**config.mk**
```make
export PLATFORM = sky130hd
export DESIGN_NAME = clk_div2stage
export DESIGN_NICKNAME = d
export VERILOG_FILES = /design/src/rtl/clkdiv_pkg.sv /design/src/rtl/div_stage.sv /design/src/rtl/tap_gen.sv /design/src/rtl/clk_div2stage.sv
export SDC_FILE = /design/constraint.sdc
export NUM_CORES = 1
export LEC_CHECK = 0
export BUFFER_PORTS_ARGS = -buffer_cell sky130_fd_sc_hd__clkbuf_2
export CORE_ASPECT_RATIO = 0.9
export CORE_UTILIZATION = 60
export CTS_BUF_LIST = sky130_fd_sc_hd__clkbuf_8
export CTS_CLUSTER_SIZE = 20
export DETAILED_ROUTE_END_ITERATION = 16
export GPL_TIMING_DRIVEN = 0
export PLACE_DENSITY_LB_ADDON = 0.2
export SYNTH_ARGS = -nofsm -noshare
export SYNTH_HDL_FRONTEND = slang
export SYNTH_SLANG_ARGS = --single-unit
export TNS_END_PERCENT = 50
```
**constraint.sdc**
```tcl
create_clock -name clk -period 3 [get_ports clk]
set_input_delay 0.15 -clock clk [delete_from_list [all_inputs] [get_ports clk]]
set_output_delay 0.15 -clock clk [all_outputs]
set_load 0.02 [all_outputs]
```
**src/rtl/clkdiv_pkg.sv**
```systemverilog
`timescale 1ns/1ps
package clkdiv_pkg;

    localparam int PRE_CODE_W = 2;
    localparam int OUT_CODE_W = 3;
    localparam int RATIO_W    = 7;   // holds ratio 64
    localparam int TAP_N      = 3;
    localparam int TAP_CNT_W  = 6;   // enough for the divide-by-64 tap

    typedef enum logic {
        ST_LOAD  = 1'b0,
        ST_COUNT = 1'b1
    } div_state_e;

    function automatic logic [RATIO_W-1:0] pre_ratio(input logic [PRE_CODE_W-1:0] code);
        logic [RATIO_W-1:0] r;
        r = RATIO_W'(1) << code;
        return r;
    endfunction

    function automatic logic [RATIO_W-1:0] out_ratio(input logic [OUT_CODE_W-1:0] code);
        logic [RATIO_W-1:0] r;
        unique case (code)
            3'd0: r = RATIO_W'(1);
            3'd1: r = RATIO_W'(2);
            3'd2: r = RATIO_W'(3);
            3'd3: r = RATIO_W'(4);
            3'd4: r = RATIO_W'(8);
            3'd5: r = RATIO_W'(12);
            3'd6: r = RATIO_W'(24);
            default: r = RATIO_W'(64);
        endcase
        return r;
    endfunction

endpackage

```
**src/rtl/div_stage.sv**
```systemverilog
`timescale 1ns/1ps
module div_stage
    import clkdiv_pkg::*;
#(
    parameter int W = 7
) (
    input  logic         clk,
    input  logic         rst_n,
    input  logic         adv,
    input  logic [W-1:0] ratio_in,
    output logic         tick
);

    div_state_e state_q, state_d;
    logic [W-1:0] ratio_q;
    logic [W-1:0] cnt_q;
    logic         at_term;

    // state register
    always_ff @(posedge clk or negedge rst_n) begin
        if (!rst_n) state_q <= ST_LOAD;
        else        state_q <= state_d;
    end

    always_comb begin
        state_d = state_q;
        unique case (state_q)
            ST_LOAD:  state_d = ST_COUNT;
            ST_COUNT: state_d = ST_COUNT;
            default:  state_d = ST_LOAD;
        endcase
    end

    // counter and ratio capture
    always_ff @(posedge clk or negedge rst_n) begin
        if (!rst_n) begin
            ratio_q <= W'(1);
            cnt_q   <= '0;
        end else begin
            unique case (state_q)
                ST_LOAD: begin
                    ratio_q <= ratio_in;
                    cnt_q   <= '0;
                end
                ST_COUNT: begin
                    if (adv) begin
                        if (at_term) begin
                            cnt_q   <= '0;
                            ratio_q <= ratio_in;
                        end else begin
                            cnt_q <= cnt_q + W'(1);
                        end
                    end
                end
                default: begin
                    ratio_q <= W'(1);
                    cnt_q   <= '0;
                end
            endcase
        end
    end

    // outputs
    always_comb begin
        at_term = (cnt_q == (ratio_q - W'(1)));
        tick    = (state_q == ST_COUNT) && adv && at_term;
    end

    // the running count stays below the captured ratio
    a_r2_cnt_below_ratio: assert property (@(posedge clk) disable iff (!rst_n)
        (state_q == ST_COUNT) |-> (cnt_q < ratio_q));

    // the ratio holds across every non-terminal running cycle
    a_r6_ratio_held: assert property (@(posedge clk) disable iff (!rst_n)
        (state_q == ST_COUNT && !tick) |=> $stable(ratio_q));

endmodule

```
**src/rtl/tap_gen.sv**
```systemverilog
`timescale 1ns/1ps
module tap_gen
    import clkdiv_pkg::*;
#(
    parameter int N     = 3,
    parameter int CNT_W = 6,
    parameter int unsigned LOG2 [N] = '{0, 2, 6}
) (
    input  logic         clk,
    input  logic         rst_n,
    output logic [N-1:0] tap
);

    div_state_e       state_q, state_d;
    logic [CNT_W-1:0] cnt_q;

    always_ff @(posedge clk or negedge rst_n) begin
        if (!rst_n) state_q <= ST_LOAD;
        else        state_q <= state_d;
    end

    always_comb begin
        state_d = state_q;
        unique case (state_q)
            ST_LOAD:  state_d = ST_COUNT;
            ST_COUNT: state_d = ST_COUNT;
            default:  state_d = ST_LOAD;
        endcase
    end

    always_ff @(posedge clk or negedge rst_n) begin
        if (!rst_n)                   cnt_q <= '0;
        else if (state_q == ST_COUNT) cnt_q <= cnt_q + CNT_W'(1);
    end

    for (genvar g = 0; g < N; g++) begin : g_tap
        localparam logic [CNT_W-1:0] MASK = CNT_W'((64'd1 << LOG2[g]) - 64'd1);
        always_comb begin
            tap[g] = (state_q == ST_COUNT) && ((cnt_q & MASK) == MASK);
        end
    end

    // the slowest tap only fires together with the middle tap
    a_r7_tap_nested: assert property (@(posedge clk) disable iff (!rst_n)
        tap[N-1] |-> tap[1]);

    // the middle tap never fires in two adjacent cycles
    a_r7_tap_gap: assert property (@(posedge clk) disable iff (!rst_n)
        tap[1] |=> !tap[1]);

endmodule

```
**src/rtl/clk_div2stage.sv**
```systemverilog
`timescale 1ns/1ps
module clk_div2stage
    import clkdiv_pkg::*;
(
    input  logic                  clk,
    input  logic                  rst_n,
    input  logic [PRE_CODE_W-1:0] pre_sel,
    input  logic [OUT_CODE_W-1:0] out_sel,
    output logic                  pre_en,
    output logic                  out_en,
    output logic                  tap_x1_en,
    output logic                  tap_x4_en,
    output logic                  tap_x64_en
);

    logic [RATIO_W-1:0] pre_r;
    logic [RATIO_W-1:0] out_r;
    logic [TAP_N-1:0]   taps;

    always_comb begin
        pre_r = pre_ratio(pre_sel);
        out_r = out_ratio(out_sel);
    end

    div_stage #(.W(RATIO_W)) u_pre (
        .clk      (clk),
        .rst_n    (rst_n),
        .adv      (1'b1),
        .ratio_in (pre_r),
        .tick     (pre_en)
    );

    div_stage #(.W(RATIO_W)) u_out (
        .clk      (clk),
        .rst_n    (rst_n),
        .adv      (pre_en),
        .ratio_in (out_r),
        .tick     (out_en)
    );

    tap_gen #(.N(TAP_N), .CNT_W(TAP_CNT_W), .LOG2('{0, 2, 6})) u_taps (
        .clk   (clk),
        .rst_n (rst_n),
        .tap   (taps)
    );

    assign tap_x1_en  = taps[0];
    assign tap_x4_en  = taps[1];
    assign tap_x64_en = taps[2];

    // the main output only pulses on a predivider pulse
    a_r3_out_on_pre: assert property (@(posedge clk) disable iff (!rst_n)
        out_en |-> pre_en);

endmodule

```
==> results of run 1 <==
[per-layer routing]
metal / share of wire / track usage / up-vias
met5: 0 / 0 / -
met4: 0.019 / 0.116 / 0
met3: 0.054 / 0.0865 / 6
met2: 0.48 / 0.429 / 32
met1: 0.44 / 0.347 / 668
li1: - / - / 666
[cell type report]
cell class	instances	share of cell area
multi-input combinational	136	0.466
clock buffer	5	0.0338
inverter	10	0.0185
tap	40	0.0246
clock inverter	3	0.0314
sequential	31	0.383
buffer	5	0.0117
timing repair buffer	12	0.0320
[cell usage in the layout (no fill, tap or decap), drive strengths merged, types with 3 or more instances in the layout]
cell / instances
nand3: 9
dfrtp: 29
nor2: 16
xor2: 12
o22ai: 4
o21ai: 5
a31oi: 4
clkbuf: 19
inv: 11
nor3: 6
and2: 3
a22o: 3
nand4: 4
a21oi: 3
o211ai: 3
nand2: 18
xnor2: 12
and3: 5
ha: 5
mux2: 6
[kinds of logic (layout without fill, tap and decap cells)]
group | after synthesis | in the layout | share of synthesized area
AOI/OAI and AO/OA | 26 | 26 | 0.116
xor gates and xnor gates | 24 | 24 | 0.118
adders and majority gates | 5 | 5 | 0.0350
buffers and inverters | 15 | 35 | 0.0343
DFF | 31 | 31 | 0.436
muxes | 8 | 8 | 0.0490
other | 1 | 1 | 0.00210
and+or+nand+nor | 72 | 72 | 0.211
[timing repair]
item | 4_1_cts | 5_1_grt
buffers inserted | 0 | 0
hold buffers | 1 | 0
gates resized for setup | 0 | 0
endpoints found under the hold margin | 29 | 0
[metrics by stage]
step | utilization | instances
3_3_place_gp | 0.677 | 233
5_1_grt | 0.728 | 242
3_5_place_dp | 0.677 | 233
6_report | 0.728 | 242
4_1_cts | 0.728 | 242
2_1_floorplan | - | 182
[power by group]
part,switching (mW),leakage (nW),internal (mW)
Sequential,0.0650,0.402,0.482
Combinational,0.132,0.426,0.117
Clock,0.160,0.0695,0.328
Total,0.357,0.897,0.927
[sequential cells by signal, summed over array words and instances (netlist names)]
signal,count
u_pre.cnt_q,7
u_out.ratio_q,6
u_taps.cnt_q,6
u_out.cnt_q,7
u_pre.ratio_q,4
u_pre.state_q,1
[critical path, stage by stage (launching register included)]
cell and delay, ns:
dfstp_2 0.57, inv_1 0.05, ha_1 0.21, nor3b_1 0.18, or3_1 0.40, o311ai_2 0.11
o211ai_4 0.21, nor3_1 0.19, clkbuf_2 0.20
[final timing paths]
| check | depth (start not counted) | slack, ns | to |
|---|---|---|---|
| min in group asynchronous | 2 | 0.46 | u_out.cnt_q[2] |
| max reg2reg | 8 | 0.49 | u_out.ratio_q[4] |
| max in group asynchronous | 2 | 2.05 | u_pre.ratio_q[1] |
| max | 8 | 0.43 | out_en |
| min reg2reg | 1 | 0.48 | u_taps.cnt_q[5] |
| min | 2 | 0.06 | u_pre.ratio_q[0] |
==> results.md, run 1 <==
* Hold_ws at 0.0595 ns
* First-pass GRT wire length at 6020 µm
* TritonCTS clock tree: done
* Static Leak at 0.897 nW
* Detail Route Antenna Nets at 0
* Synth top area share at 0.406
* Initial core utilization at 0.640
* Seq. cell area at 778 µm²
* Synth area leaders: dfrtp_1 41%, xnor2_1 5.9%, xor2_1 5.9%
* Routed WL at 3600 µm
* Mapped Nets at 194
* GR Util All Layers at 0.272
* Layout cells sized above 1 at 0.198
* Finished layout cell area at 0.00203 mm²
* Largest net degree at the start of global routing at 32
* Hold crit path type: in -> reg
* Pre-CTS WS at 0.513 ns
* Post-route clock period utilization at 0.857
* Core ar. at 0.00279 mm²
* Yosys cell types at 42
* Drt initial violations at 81
* Max Freq at 389 MHz
* Synth warnings at 0
* Area delta synth->final at 13.9%
* Total Power at 1.28 mW
* Number of global-route vias before repair at 1299
* Die height at 53.8 µm
* Residual DRC at 0
* RSZ-0062 raised after global routing: no
* DR WL/cell at 14.9 µm
* H-tree levels at 2
* IO Port Bufs at 11
* Min Tclk post-route at 2.57 ns
* Worst-margin pin slew at 0.760 ns
* Cell area after synthesis at 0.00179 mm²
* Worst Path Arrival at 2.42 ns
* Asr flop ratio synth at 1.00
* CTS sink count at 31
* GP Congestion at 0.782
* Root Buffer Master: clkbuf_8
* Row count at 18
* Ant. Diodes at 0
* R2R Path Start: u_out.ratio_q[0]
* Max Slew Vio Count at 0
* Placed Area at 0.00189 mm²
* Die footprint at 0.00320 mm²
* Fillers at 231
* Final setup vio count at 0
* Critical Path End Type: output pin
* Synth Instances at 182
* Outcome: finished, final reports clean
* CP Data Required Time at 2.85 ns
* Yosys top cell by area: dfrtp_1
* Crit path max fanout at 10
* HP Start: pre_sel[0]
* First-pass iteration count of the detailed router at 4
* Final hold violations at 0
* Sequential share of the synthesized area at 0.436
* Worst Setup Start Kind: register
* Later-pin clock latency in the skew report at 0.29 ns
* Clock buffer depth at 2
* VDD IR-drop max at 499 µV
* Max-cap violation count at 0
* Relative slew slack at 0.494
* Clock slew at reported path FFs at 0.07 ns
* Total CTS buffers at 5
* Most common cell in the netlist: dfrtp_1
* Multi-input gate area at 947 µm²
* Initial antenna violation count at 0
* DP HPWL at 2630 µm
* Routed vias/inst at 5.67
* PwrDens at 631 mW/mm²
* Synth cell count leaders: 29 x dfrtp_1, 17 x nand2_1, 16 x nor2_1
* Top_reg_cell synth: dfrtp_1
* Yosys reg bits at 31
* Total gr overflow at 0
* Via count at 1372
* Average instance area after synthesis at 9.82 µm²
* Number of synthesized flops with an enable pin at 0
* Final WS setup at 0.430 ns
* Critical Path Source: u_out.ratio_q[0]
* Die width at 59.5 µm
* Final Skew at 0.00831 ns
* Setup TNS at 0 ns
* I/O pins at 12
* Crit Path Class: reg -> out
* Nets at 213
Power figures use the tool's default switching activity.
==> run 2: changes to the inputs <==
Settings changed: RECOVER_POWER set to 50.
==> run 2 against run 1 <==
  * The flow now finishes with violations (capacitance limit, slew limit)
  * Core utilization decreased by 0.090 points
  * Sequential cell count is the same
  * Critical path type unchanged
  * Sequential share of layout area barely moved
  * Largest power group unchanged
  * Critical endpoint unchanged
==> results.md, run 2 (synthesized netlist as in run 1, its figures left out) <==
* Core ar. at 0.00279 mm² (unchanged)
* Initial antenna violation count at 0 (unchanged)
* Pre-CTS WS at 0.513 ns (unchanged)
* Biggest regs: u_out.cnt_q: 7 flops, u_pre.cnt_q: 7 flops
* GR Util All Layers at 0.272 (unchanged)
* First-pass iteration count of the detailed router at 4 (unchanged)
* Worst Path Arrival at 2.42 ns (about the same)
* PwrDens at 632 mW/mm² (about the same)
* Sequential Power Share at 0.426 (about the same)
* Total gr overflow at 0 (unchanged)
* Max Freq at 389 MHz (unchanged)
* Number of global-route vias before repair at 1299 (unchanged)
* Static Leak at 0.891 nW (-0.76%)
* Crit path max fanout at 10 (unchanged)
* Row count at 18 (unchanged)
* Clock buffer depth at 2 (unchanged)
* Outcome: complete, but fails checks
* Setup TNS at 0 ns (unchanged)
* Area delta synth->final at 13.7%
* Worst-margin pin slew at 1.64 ns (+0.878 ns)
* Total CTS buffers at 5 (unchanged)
* VDD IR-drop max at 499 µV (about the same)
* Failing checks: capacitance limit, slew limit
* Die height at 53.8 µm (unchanged)
* DR WL/cell at 14.9 µm (about the same)
* Final WS setup at 0.430 ns (unchanged)
* Relative slew slack at -0.0917 (-0.585)
* Final setup vio count at 0 (unchanged)
* Drt initial violations at 81 (unchanged)
* Commonest non-fill, non-tap cells in the layout: 29 x dfrtp_1, 17 x nand2_1, 16 x nor2_1, 12 x xor2_1, 12 x xnor2_1
* Die width at 59.5 µm (unchanged)
* RSZ-0062 raised after global routing: no
* Clock slew at reported path FFs at 0.07 ns (about the same)
* Crit Path Class: reg -> out
* Sw frac at 0.278 (about the same)
* First-pass GRT wire length at 6020 µm (unchanged)
* GP Congestion at 0.782 (unchanged)
* Detail Route Antenna Nets at 0 (unchanged)
* Postcts setup bufs at 0 (unchanged)
* Initial core utilization at 0.640 (unchanged)
* Max-cap violation count at 1 (+1)
* Logic pwr share at 0.194 (about the same)
* Largest net degree at the start of global routing at 32 (unchanged)
* H-tree levels at 2 (unchanged)
* IO Port Bufs at 11 (unchanged)
* Routed vias/inst at 5.67 (unchanged)
* Via count at 1372 (unchanged)
* TritonCTS clock tree: done
* Worst Setup Start Kind: register
* Hold crit path type: in -> reg
* CP Data Required Time at 2.85 ns (about the same)
* Post-route clock period utilization at 0.857 (unchanged)
* Final Skew at 0.00831 ns (unchanged)
* Critical Path End Type: output pin
* I/O pins at 12 (unchanged)
* Root Buffer Master: clkbuf_8
* Hold_buf cts at 1 (unchanged)
* Max Slew Vio Count at 32 (+32)
* CTS sink count at 31 (unchanged)
* Post-CTS sizing at 0 (unchanged)
* Layout cells sized above 1 at 0.188 (-0.00990)
* Min Tclk post-route at 2.57 ns (unchanged)
* Ant. Diodes at 0 (unchanged)
* Residual DRC at 0 (unchanged)
* Routed WL at 3600 µm (about the same)
* Psw at 0.357 mW (about the same)
* DP HPWL at 2630 µm (unchanged)
* Internal Power at 0.927 mW (about the same)
* Die footprint at 0.00320 mm² (unchanged)
* Later-pin clock latency in the skew report at 0.29 ns (about the same)
* Final hold violations at 0 (unchanged)
* Nets at 213 (unchanged)
* Most common cell after layout, fill and taps aside: dfrtp_1
* Fillers at 232 (+0.43%)
* Clock share of power at 0.380 (about the same)
run 2: cell counts in the layout (fill, tap and decap cells not counted):
Identical to the previous run, type by type.
run 2: final timing paths:
kind	start	to	slack, ns	depth (start not counted)
max	u_out.ratio_q[0]	out_en	0.43	8
min	pre_sel[0]	u_pre.ratio_q[0]	0.06	2
max reg2reg	u_out.ratio_q[0]	u_out.ratio_q[4]	0.49	8
min reg2reg	u_taps.cnt_q[5]	u_taps.cnt_q[5]	0.48	1
max in group asynchronous	rst_n	u_pre.ratio_q[1]	1.23	2
min in group asynchronous	rst_n	u_out.cnt_q[2]	0.81	2
run 2: final cells by class:
class                   count  area [µm²]  share of cell area
multi-input cells         136         947               0.466
flip-flops and latches     31         778               0.383
clock buffers               5        68.8              0.0339
clock inverters             3        63.8              0.0314
repair buffers             12        62.6              0.0308
well taps                  40        50.0              0.0246
inverters                  10        37.5              0.0185
plain buffers               5        23.8              0.0117
run 2: per-stage QoR:
stage               std cells  cell area (µm²)  total power [mW]   util  hold WS (ns)
CTS                       242             2030              1.30  0.728        0.0585
finish                    242             2030              1.28  0.728        0.0595
floorplan                 182             1790             0.724      -        -0.146
detailed placement        233             1890             0.804  0.677         0.253
global route              242             2030              1.34  0.728        0.0708
global placement          233             1890             0.772  0.677         0.240
run 2: critical path: stages, from the launching register on:
cell and delay (ns):
dfstp_2 0.57, inv_1 0.05, ha_1 0.21, nor3b_1 0.18
or3_1 0.40, o311ai_2 0.11, o211ai_4 0.21, nor3_1 0.19
clkbuf_2 0.20
run 2: power by group through the flow:
stage / sequential (mW) / clock (mW) / combinational [mW]
after CTS: 0.548 / 0.496 / 0.253
final: 0.547 / 0.489 / 0.249
after floorplan: 0.537 / 0 / 0.188
after detailed placement: 0.554 / 0 / 0.250
after global routing: 0.554 / 0.508 / 0.279
after global placement: 0.546 / 0 / 0.226
run 2: layer usage:
metal / vias to the layer above / routed length [µm] / share of wire / global-route usage
li1: 666 / - / - / -
met1: 668 / 1600 / 0.44 / 0.347
met2: 32 / 1740 / 0.48 / 0.429
met3: 6 / 193 / 0.054 / 0.0865
met4: 0 / 68 / 0.019 / 0.116
met5: - / 0 / 0 / 0
==> run 3: changes to the inputs <==
Settings changed: SYNTH_HIERARCHICAL set to 1.
==> run 3 against run 2 <==
  * The flow still finishes with violations (capacitance limit, slew limit)
  * Global-route usage fell by 4.7 points
  * Cell area rose by 33%
  * First-iteration DRC count fell by 36%
  * Sequential cell count rose by 6
  * Fmax fell by 11%
  * Sequential share of layout area fell by 4.0 points
  * Synthesized cell count rose by 22%
  * Core utilization rose by 0.29 points
  * Critical path type unchanged
  * Critical endpoint unchanged
  * Largest cell class unchanged
  * Highest routed layer unchanged
==> results.md, run 3 <==
* Outcome: complete, but fails checks
* Failing checks: capacitance limit, slew limit
* Die width at 67.6 µm (+14%)
* Final Skew at 0.00621 ns (-0.00209 ns)
* Worst Setup Start Kind: register
* Drt initial violations at 52 (-36%)
* First-pass GRT wire length at 6720 µm (+12%)
* Cell area after synthesis at 0.00232 mm² (+30%)
* VDD IR-drop max at 501 µV (+0.33%)
* Sequential Power Share at 0.442 (+0.016)
* H-tree levels at 2 (unchanged)
* DR WL/cell at 13.5 µm (-9.0%)
* Ant. Diodes at 0 (unchanged)
* Initial antenna violation count at 0 (unchanged)
* Post-route clock period utilization at 0.964 (+0.107)
* Min Tclk post-route at 2.89 ns (+0.322 ns)
* Detail Route Antenna Nets at 0 (unchanged)
* Routed WL at 4080 µm (+14%)
* Average instance area after synthesis at 10.5 µm² (+6.6%)
* Total gr overflow at 0 (unchanged)
* IO Port Bufs at 11 (unchanged)
* Static Leak at 1.25 nW (+40%)
* TritonCTS clock tree: done
* Finished layout cell area at 0.00271 mm² (+33%)
* DP HPWL at 2700 µm (+2.6%)
* Logic pwr share at 0.206 (+0.012)
* GP Congestion at 0.812 (+3.9%)
* Number of synthesized flops with an enable pin at 0 (unchanged)
* Largest net degree at the start of global routing at 38 (+19%)
* Clock share of power at 0.353 (-0.027)
* GR Util All Layers at 0.224 (-0.0475)
* Relative slew slack at -0.298 (-0.206)
* Total Power at 1.46 mW (+14%)
* Max Freq at 346 MHz (-11%)
* Top_reg_cell synth: dfrtp_1
* Final hold violations at 0 (unchanged)
* Row count at 21 (+3)
* Residual DRC at 0 (unchanged)
* Later-pin clock latency in the skew report at 0.29 ns (about the same)
* Yosys top cell by area: dfrtp_1
* Initial core utilization at 0.627 (-0.0126)
* PwrDens at 541 mW/mm² (-14%)
* Clock slew at reported path FFs at 0.08 ns (about the same)
* Synth Instances at 222 (+22%)
* Hold crit path type: in -> reg
* Crit path max fanout at 7 (-3)
* Placed Area at 0.00248 mm² (+31%)
* Sw frac at 0.281 (+0.00232)
* First-pass iteration count of the detailed router at 4 (unchanged)
* Area delta synth->final at 16.5%
* CTS sink count at 37 (+19%)
* Clock buffer depth at 2 (unchanged)
* Worst-margin pin slew at 1.95 ns (+0.310 ns)
* Crit Path Class: reg -> out
* Synth cell count leaders: 35 x dfrtp_1, 23 x nor2_1, 20 x xor2_1
* Total CTS buffers at 5 (unchanged)
* Root Buffer Master: clkbuf_8
* Commonest non-fill, non-tap cells in the layout: 35 x dfrtp_1, 23 x nor2_1, 20 x xor2_1, 14 x conb_1, 12 x nand2_1
* Critical Path End Type: output pin
* Final setup vio count at 0 (unchanged)
* Nets at 267 (+25%)
* Most common cell after layout, fill and taps aside: dfrtp_1
* Layout cells sized above 1 at 0.262 (+0.0736)
* Die height at 61.0 µm (+14%)
* Max-cap violation count at 1 (unchanged)
* Core ar. at 0.00370 mm² (+33%)
* Psw at 0.411 mW (+15%)
* Worst Path Arrival at 2.74 ns (+0.32 ns)
* Max Slew Vio Count at 38 (+19%)
* Yosys cell types at 60 (+43%)
* Synth warnings at 6 (+6)
* Asr flop ratio synth at 1.00 (unchanged)
* Most common cell in the netlist: dfrtp_1
* Synth top area share at 0.377 (-0.0292)
* Internal Power at 1.05 mW (+14%)
* Sequential share of the synthesized area at 0.400 (-0.0360)
* Via count at 1704 (+24%)
* Yosys reg bits at 37 (+19%)
* CP Data Required Time at 2.85 ns (about the same)
* I/O pins at 12 (unchanged)
* Die footprint at 0.00413 mm² (+29%)
* Number of global-route vias before repair at 1546 (+19%)
* Routed vias/inst at 5.64 (-0.48%)
* Synth area leaders: dfrtp_1 38%, xor2_1 7.5%, mux2_4 7.1%
run 3: cell count changes after synthesis, sizes merged, moves of 4 or more:
cell	change
a211oi	+4
dfrtp	+6
conb	+4
nor2	+8
xor2	+8
nand2	-6
nor2b	+4
mux2	+8
run 3: cells by family after synthesis:
family                     count (synthesis)  synth area share
and+or+nand+nor                           89             0.227
DFF                                       37             0.400
xor gates and xnor gates                  32             0.127
AOI/OAI and AO/OA                         27            0.0964
muxes                                     14            0.0856
buffers and inverters                     13            0.0296
adders and majority gates                  5            0.0269
other                                      5           0.00808
run 3: layout make-up:
| class | instances | area (µm²) |
|---|---|---|
| multi-input cells | 181 | 1410 |
| fillers | 288 | 998 |
| flip-flops and latches | 37 | 928 |
| repair buffers | 19 | 114 |
| clock buffers | 5 | 68.8 |
| clock inverters | 3 | 65.1 |
| well taps | 46 | 57.6 |
| plain buffers | 4 | 35.0 |
| inverters | 7 | 26.3 |
run 3: power by group through the flow:
stage	Sequential, mW	Combinational [mW]	Clock [mW]
2_1_floorplan	0.633	0.235	0
3_3_place_gp	0.649	0.279	0
3_5_place_dp	0.650	0.287	0
4_1_cts	0.643	0.301	0.521
5_1_grt	0.659	0.341	0.542
6_report	0.646	0.301	0.516
run 3: worst max-delay path, stage by stage, from the launching register on:
cell,delay (ns)
dfstp_2,0.58
inv_1,0.06
ha_1,0.28
and2b_1,0.19
or3_1,0.34
a31oi_1,0.19
nand4_1,0.24
nor2_1,0.22
and3_1,0.18
clkbuf_2,0.16
run 3: layer usage:
metal | track usage | wire (µm)
met1 | 0.276 | 1930
met2 | 0.379 | 1940
met3 | 0.0500 | 157
met4 | 0.100 | 60
met5 | 0 | 0
run 3: path summary, 6_finish.rpt:
check | start | end | slack [ns] | depth (start not counted)
worst max-delay path | u_out/ratio_q[0] | out_en | 0.11 | 9
worst min-delay path | pre_sel[1] | u_pre/ratio_q[3] | 0.23 | 3
worst max register to register | u_out/ratio_q[0] | u_out/ratio_q[4] | 0.15 | 9
worst min register to register | u_taps/cnt_q[5] | u_taps/cnt_q[5] | 0.48 | 1
max in group asynchronous | rst_n | u_pre/state_q | 1.49 | 1
min in group asynchronous | rst_n | u_taps/cnt_q[2] | 0.39 | 1
run 3: per-stage QoR:
step                      setup TNS (ns)  worst slack, ns  cells   util  hold WS, ns
final                                  0            0.108    302  0.730        0.234
after CTS                              0          0.00631    300  0.722      0.00557
after global routing             -0.0286          -0.0286    302  0.730        0.238
after global placement             -2.25           -0.278    288  0.669        0.313
after floorplan                        0          0.00232    231      -       -0.146
after detailed placement           -2.64           -0.299    288  0.669        0.326
run 3: timing repair:
action                                  CTS  global route
pin swaps                                 4             4
hold buffers                              0             0
endpoints found under the hold margin     0             0
gates resized for setup                   6             2
gates cloned                              0             0
buffers inserted                          5             3
endpoints found under the setup margin   12             9
